[config.mk]
export PLATFORM = sky130hd
export DESIGN_NAME = rx_sequencer
export DESIGN_NICKNAME = d
export VERILOG_FILES = /design/src/rtl/rx_sequencer.sv
export SDC_FILE = /design/constraint.sdc
export NUM_CORES = 1
export LEC_CHECK = 0
export BUFFER_PORTS_ARGS = -buffer_cell sky130_fd_sc_hd__buf_2
export CAP_MARGIN = 0
export CORE_MARGIN = 2
export CORE_UTILIZATION = 45
export CTS_CLUSTER_SIZE = 16
export DETAILED_ROUTE_END_ITERATION = 6
export GPL_TIMING_DRIVEN = 0
export MAX_ROUTING_LAYER = met4
export PLACE_DENSITY = 0.72
export RECOVER_POWER = 50
export SYNTH_ARGS = -nofsm -noshare
export SYNTH_HDL_FRONTEND = slang
export SYNTH_SLANG_ARGS = --single-unit
[constraint.sdc]
create_clock -name clk -period 3 [get_ports clk]
set_input_delay 0.6 -clock clk [delete_from_list [all_inputs] [get_ports clk]]
set_output_delay 0.6 -clock clk [all_outputs]
set_load 0.01 [all_outputs]
[src/rtl/rx_sequencer.sv]
module rx_sequencer #(
  parameter int RW = 8,
  parameter int LW = 12,
  parameter int PW = 6,
  parameter int MW = 8,
  parameter int IW = 10,
  parameter int CHEST_CYC = 4
) (
  input  logic          clk,
  input  logic          rst_n,
  input  logic          start,
  input  logic [RW-1:0] recov_cyc,
  input  logic [MW-1:0] thresh,
  input  logic [PW-1:0] max_periods,
  input  logic [LW-1:0] pay_len,
  input  logic          corr_valid,
  input  logic [MW-1:0] corr_mag,
  input  logic [IW-1:0] corr_pos,
  output logic          sleep,
  output logic          rx_en,
  output logic          acq_en,
  output logic          chest_en,
  output logic          demod_en,
  output logic          done,
  output logic          err,
  output logic [IW-1:0] timing
);
  localparam int CHW = $clog2(CHEST_CYC + 1);
  localparam int CW0 = (LW > RW) ? LW : RW;
  localparam int CW  = (CW0 > CHW) ? CW0 : CHW;

  typedef enum logic [2:0] {S_IDLE, S_RECOV, S_ACQ, S_CHEST, S_DEMOD} st_t;

  st_t           st;
  logic [CW-1:0] cnt;
  logic [PW-1:0] per;
  logic [LW-1:0] len_q;
  logic [LW:0]   words;
  logic [LW:0]   words_m1;

  assign words    = ({1'b0, len_q} + (LW+1)'(3)) >> 2;
  assign words_m1 = (words == '0) ? '0 : words - 1'b1;

  assign sleep    = (st == S_IDLE);
  assign acq_en   = (st == S_ACQ);
  assign chest_en = (st == S_CHEST);
  assign demod_en = (st == S_DEMOD);
  assign rx_en    = acq_en | chest_en | demod_en;

  always_ff @(posedge clk) begin
    if (!rst_n) begin
      st     <= S_IDLE;
      cnt    <= '0;
      per    <= '0;
      len_q  <= '0;
      timing <= '0;
      done   <= 1'b0;
      err    <= 1'b0;
    end else begin
      done <= 1'b0;
      err  <= 1'b0;
      case (st)
        S_IDLE:
          if (start) begin
            st    <= S_RECOV;
            cnt   <= CW'(recov_cyc);
            len_q <= pay_len;
            per   <= '0;
          end
        S_RECOV:
          if (cnt == '0) st <= S_ACQ;
          else cnt <= cnt - 1'b1;
        S_ACQ:
          if (corr_valid) begin
            if (corr_mag > thresh) begin
              timing <= corr_pos;
              st     <= S_CHEST;
              cnt    <= CW'(CHEST_CYC - 1);
            end else if (({1'b0, per} + 1'b1) >= {1'b0, max_periods}) begin
              st  <= S_IDLE;
              err <= 1'b1;
            end else begin
              per <= per + 1'b1;
            end
          end
        S_CHEST:
          if (cnt == '0) begin
            st  <= S_DEMOD;
            cnt <= CW'(words_m1);
          end else cnt <= cnt - 1'b1;
        S_DEMOD:
          if (cnt == '0) begin
            st   <= S_IDLE;
            done <= 1'b1;
          end else cnt <= cnt - 1'b1;
        default: st <= S_IDLE;
      endcase
    end
  end

  AST_SLEEP_NO_RX: assert property (@(posedge clk) disable iff (!rst_n) sleep |-> !rx_en);
  AST_PHASE_ONEHOT: assert property (@(posedge clk) disable iff (!rst_n) $onehot0({acq_en, chest_en, demod_en}));
  AST_ACQ_AFTER_RECOV: assert property (@(posedge clk) disable iff (!rst_n) $rose(acq_en) |-> $past(st == S_RECOV));
  AST_ERR_FROM_ACQ: assert property (@(posedge clk) disable iff (!rst_n) err |-> ($past(acq_en) && sleep && !done));
  AST_DONE_FROM_DEMOD: assert property (@(posedge clk) disable iff (!rst_n) done |-> ($past(demod_en) && sleep));
  AST_TIMING_HELD: assert property (@(posedge clk) disable iff (!rst_n) !acq_en |=> $stable(timing));
  AST_CHEST_TO_DEMOD: assert property (@(posedge clk) disable iff (!rst_n) $fell(chest_en) |-> demod_en);
endmodule

==> results_dict.tcl, run 1 <==
set metrics [dict create \
    slew_violations 0 \
    wire_per_inst_um 14.4 \
    yosysUniqueCellTypes 79 \
    ioPinCount 73 \
    worst_slew_pin_slew_ns 0.822 \
    seq_area_frac_synth 0.275 \
    root_buffer "clkbuf_8" \
    maxCapViolCount 0 \
    hold_viol 0 \
    final.fill_count 734 \
    layout_commonest_cell "buf_2" \
    clock_latency_ns 0.32 \
    grt_usage 0.224 \
    drc 0 \
    h-tree-depth 2 \
    grt_first_pass_wirelength_um 13700 \
    crit_path_max_fanout 10 \
    core_area_um2 7140 \
    cts.sinks 45 \
    final_nets 557 \
    crit_type "reg -> reg" \
    grt_max_degree 16 \
    worstSetupEndpointType "register" \
    slowest_delay_ns 0.44 \
    drt_first_pass_iters 5 \
    post_cts_buffers 0 \
    wl_um 8430 \
    place_congestion 0.945 \
    drive_above_1_share 0.208 \
    power.density_nw_per_um2 600 \
    cts_tree "done" \
    ant_nets 0 \
    place_inst 576 \
    cp_num_buf_inv 1 \
    worstSetupStartpointType "register" \
    layout_common_cells "buf_2, nand2_1, dfxtp_1" \
    crit_chain "ha_1 > xor2_1 > ha_1 > a21o_1 > a31oi_1 > o211a_1 > nor3b_2 > buf_2 > a31oi_1 > o21a_1" \
    area_delta_synth_final_pct 16.6 \
    ys.flop_type "dfxtp_1" \
    clk_pin_slew_ns 0.10 \
    syn-instance-count 405 \
    status "finished clean" \
    drt_iter0_markers 266 \
    grt-ovfl-total 0 \
    rsz0062_at_grt "no" \
    fp.dieW_um 89.3 \
    max_freq_ghz 0.367 \
    period_share 0.909 \
    cpMaxStageDelayCell "dfxtp_1" \
    synth_seq_cells 45 \
    num_rows 31 \
    cts_made_buffers 5 \
    finalNonFillerCells 584 \
    syn-num-nets 478 \
    io_buffers 72 \
    required_ns 3.23 \
    fin_crit_ns 2.73 \
    synth_edf_count 0 \
    vias 3303 \
    avgSynthCellArea_um2 8.08 \
    cts_hold_buf 0 \
    async_flop_share 0 \
    start_util 0.459 \
    hpwl_um 6500 \
    max-vdd-ir-drop_mv 0.276 \
    cts-resized-gates 0 \
    critPathTopFamily "compound AO/OA/AOI/OAI gates" \
    grt_pass1_vias 2879 \
    yosysWarnings 0 \
    vias_per_cell 5.66 \
    die_area_um2 7970 \
    syn_area_um2 3270 \
    tns_ns 0 \
    cp.arrival_ns 2.95 \
    antenna_found_initial 0 \
    skew_ns 0.0145 \
    num_antenna_cells 0 \
    max_slew_margin 0.448 \
    die_h_um 89.3 \
    clockBufferDepth 2 \
    hold_path_class "reg -> reg" \
    setup_violations 0 \
    p_leak_nw 1.65 \
]
worst paths after layout:
kind	endpoint	cells after the start	startpoint	slack, ns
max	per[3]	10	per[0]	0.27
min	len_q[11]	2	len_q[11]	0.51
max reg2reg	per[3]	10	per[0]	0.27
min reg2reg	len_q[11]	2	len_q[11]	0.51
routing by layer:
layer / track usage / part of all wire
met5: - / 0
met4: 0.0583 / 0.013
met3: 0.0314 / 0.059
met2: 0.345 / 0.47
met1: 0.309 / 0.45
report_power, final:
group	leakage (nW)	switching, mW	internal (mW)
combinational	1.24	0.688	0.441
clock	0.0445	0.234	0.166
sequential	0.367	0.0916	0.669
cells in the mapped netlist, drive strengths merged (10+ instances only):
cell     n  area [µm²]
mux2i   11         110
clkbuf  10        48.8
nor3    14         108
nor2    33         134
nand2   53         199
inv     25        93.8
xnor2   11        96.3
buf     12        71.3
a21oi   34         174
nand3   16        80.1
dfxtp   45         901
o21ai   17        85.1
ha      17         213
final cells by class:
| class | instances | area, µm² | share of cell area |
|---|---|---|---|
| inverters | 25 | 93.8 | 0.0246 |
| plain buffers | 22 | 118 | 0.0308 |
| multi-input cells | 313 | 2150 | 0.564 |
| flip-flops and latches | 45 | 901 | 0.236 |
| clock inverters | 3 | 21.3 | 0.00557 |
| clock buffers | 5 | 68.8 | 0.0180 |
| well taps | 99 | 124 | 0.0324 |
| repair buffers | 72 | 340 | 0.0891 |
flip-flops by register name (all words and copies together), names as in the netlist:
name    count
per         6
len_q      12
err         1
done        1
cnt        12
st          3
timing     10
tightest hold or removal path, stage by stage (launching register included):
cell and delay (ns):
dfxtp_1 0.35, nand2_1 0.07, a21oi_1 0.05
cell families (layout without fill, tap and decap cells):
| group | after synthesis | after routing | synth area share |
|---|---|---|---|
| AND/OR/NAND/NOR | 163 | 163 | 0.286 |
| XOR/XNOR | 15 | 15 | 0.0401 |
| adder cells (fa/ha/maj) | 17 | 17 | 0.0650 |
| flip-flops | 45 | 45 | 0.275 |
| AO/OA/AOI/OAI | 106 | 106 | 0.232 |
| multiplexers | 12 | 12 | 0.0371 |
| buffers and inverters | 47 | 127 | 0.0653 |
through the flow:
stage	util	area (µm²)	power [mW]	hold WS [ns]	worst slack [ns]
2_1_floorplan	-	3270	1.61	0.463	0.632
3_3_place_gp	0.527	3760	1.86	0.471	0.324
3_5_place_dp	0.527	3760	1.89	0.490	0.325
4_1_cts	0.539	3850	2.29	0.508	0.291
5_1_grt	0.535	3820	2.44	0.517	0.0665
6_report	0.535	3820	2.29	0.508	0.273
(Power assumes the default switching activity.)
==> inputs of run 2 (changes only) <==
- RECOVER_POWER: 50 -> not set
==> run 2 against run 1 <==
Cell count unchanged. Worst hold slack about the same. Non-clock buffer count unchanged. Global-route usage unchanged. Largest cell class unchanged. Combinational power about the same. Total power up 0.37%. Clock-buffer cell count unchanged. Clock power about the same. Largest power group unchanged. Design area up 0.79%. Sequential share of layout area down 0.18 points. Register-to-register slack about the same.
==> results_dict.tcl, run 2 (synthesis gave the netlist of run 1 again) <==
set metrics [dict create \
    hold_path_class "reg -> reg" \
    ioPinCount 73 \
    grt_max_degree 16 \
    max_slew_margin 0.430 \
    rsz0062_at_grt "no" \
    setup_violations 0 \
    cts_tree "done" \
    h-tree-depth 2 \
    wire_per_inst_um 14.5 \
    startpoint "per[0]" \
    drt_iter0_markers 330 \
    start_util 0.459 \
    period_share 0.907 \
    critPathTopFamily "compound AO/OA/AOI/OAI gates" \
    cts_hold_buf 0 \
    clock_latency_ns 0.32 \
    clk_pin_slew_ns 0.10 \
    cts.sinks 45 \
    tns_ns 0 \
    required_ns 3.22 \
    hold_viol 0 \
    num_antenna_cells 0 \
    p_leak_nw 1.72 \
    grt_pass1_vias 2879 \
    post_cts_buffers 0 \
    cts-resized-gates 0 \
    grt_first_pass_wirelength_um 13700 \
    drc 0 \
    maxCapViolCount 0 \
    finalInstanceArea_um2 3850 \
    vias 3293 \
    area_delta_synth_final_pct 17.5 \
    post-route-util 0.539 \
    grt_usage 0.224 \
    fin_crit_ns 2.72 \
    cp_num_buf_inv 1 \
    hold_start "len_q[11]" \
    worst_slew_pin_slew_ns 0.849 \
    core_area_um2 7140 \
    layout_common_cells "buf_2, nand2_1, dfxtp_1" \
    drive_above_1_share 0.252 \
    r2r-start "per[0]" \
    wl_um 8440 \
    drt_first_pass_iters 5 \
    io_buffers 72 \
    die_h_um 89.3 \
    grt-ovfl-total 0 \
    hpwl_um 6500 \
    slowest_delay_ns 0.44 \
    root_buffer "clkbuf_8" \
    power.density_nw_per_um2 597 \
    fp.dieW_um 89.3 \
    crit_chain "ha_1 > xor2_1 > ha_1 > a21o_1 > a31oi_1 > o211a_1 > nor3b_2 > buf_2 > a31oi_1 > o21a_1" \
    vias_per_cell 5.64 \
    layout_commonest_cell "buf_2" \
    dpl_cell_area_um2 3760 \
    crit_path_max_fanout 10 \
    worstSetupEndpointType "register" \
    crit_type "reg -> reg" \
    max_freq_ghz 0.368 \
    slew_violations 0 \
    status "finished clean" \
    max-vdd-ir-drop_mv 0.277 \
    cp.arrival_ns 2.95 \
    cpMaxStageDelayCell "dfxtp_1" \
    top_regs "cnt (12), len_q (12), timing (10)" \
    clockBufferDepth 2 \
    num_rows 31 \
    worstSetupStartpointType "register" \
    place_congestion 0.945 \
    ant_nets 0 \
    cts_made_buffers 5 \
    final_nets 557 \
    skew_ns 0.0145 \
    antenna_found_initial 0 \
    die_area_um2 7970 \
]
-- run 2: cell count changes in the layout (fill, tap and decap cells not counted), sizes merged --
cell    change
clkbuf     -18
buf        +18
-- run 2: cell type report --
type	instances	area, µm²
flip-flops and latches	45	901
fillers	727	3290
repair buffers	72	360
well taps	99	124
multi-input cells	313	2160
inverters	25	93.8
clock buffers	5	68.8
plain buffers	22	120
clock inverters	3	21.3
-- run 2: worst paths after layout --
kind               endpoint  slack, ns  depth (start not counted)
hold / removal    len_q[11]       0.51                          2
hold reg to reg   len_q[11]       0.51                          2
setup reg to reg     per[3]       0.28                         10
setup / recovery     per[3]       0.28                         10
-- run 2: worst reg2reg max path, stage by stage (launching register included) --
cell,delay (ns)
dfxtp_1,0.44
ha_1,0.29
xor2_1,0.17
ha_1,0.26
a21o_1,0.16
a31oi_1,0.20
o211a_1,0.22
nor3b_2,0.30
buf_2,0.27
a31oi_1,0.11
o21a_1,0.21
-- run 2: routing by layer --
layer | global-route usage | up-vias | share of wire
li1 | - | 1623 | -
met1 | 0.309 | 1521 | 0.45
met2 | 0.345 | 138 | 0.47
met3 | 0.0314 | 11 | 0.065
met4 | 0.0583 | 0 | 0.013
met5 | - | - | 0
-- run 2: power breakdown --
group          internal (mW)  switching, mW  leakage [nW]
Sequential             0.669         0.0923         0.367
Clock                  0.166          0.233        0.0445
Combinational          0.450          0.689          1.31
-- run 2: per-stage QoR --
step	total power [mW]	std cells	hold slack [ns]	worst slack [ns]
3_5_place_dp	1.89	576	0.490	0.325
5_1_grt	2.45	584	0.517	0.0665
4_1_cts	2.29	584	0.508	0.291
2_1_floorplan	1.61	405	0.463	0.632
6_report	2.30	584	0.509	0.279
3_3_place_gp	1.86	576	0.471	0.324
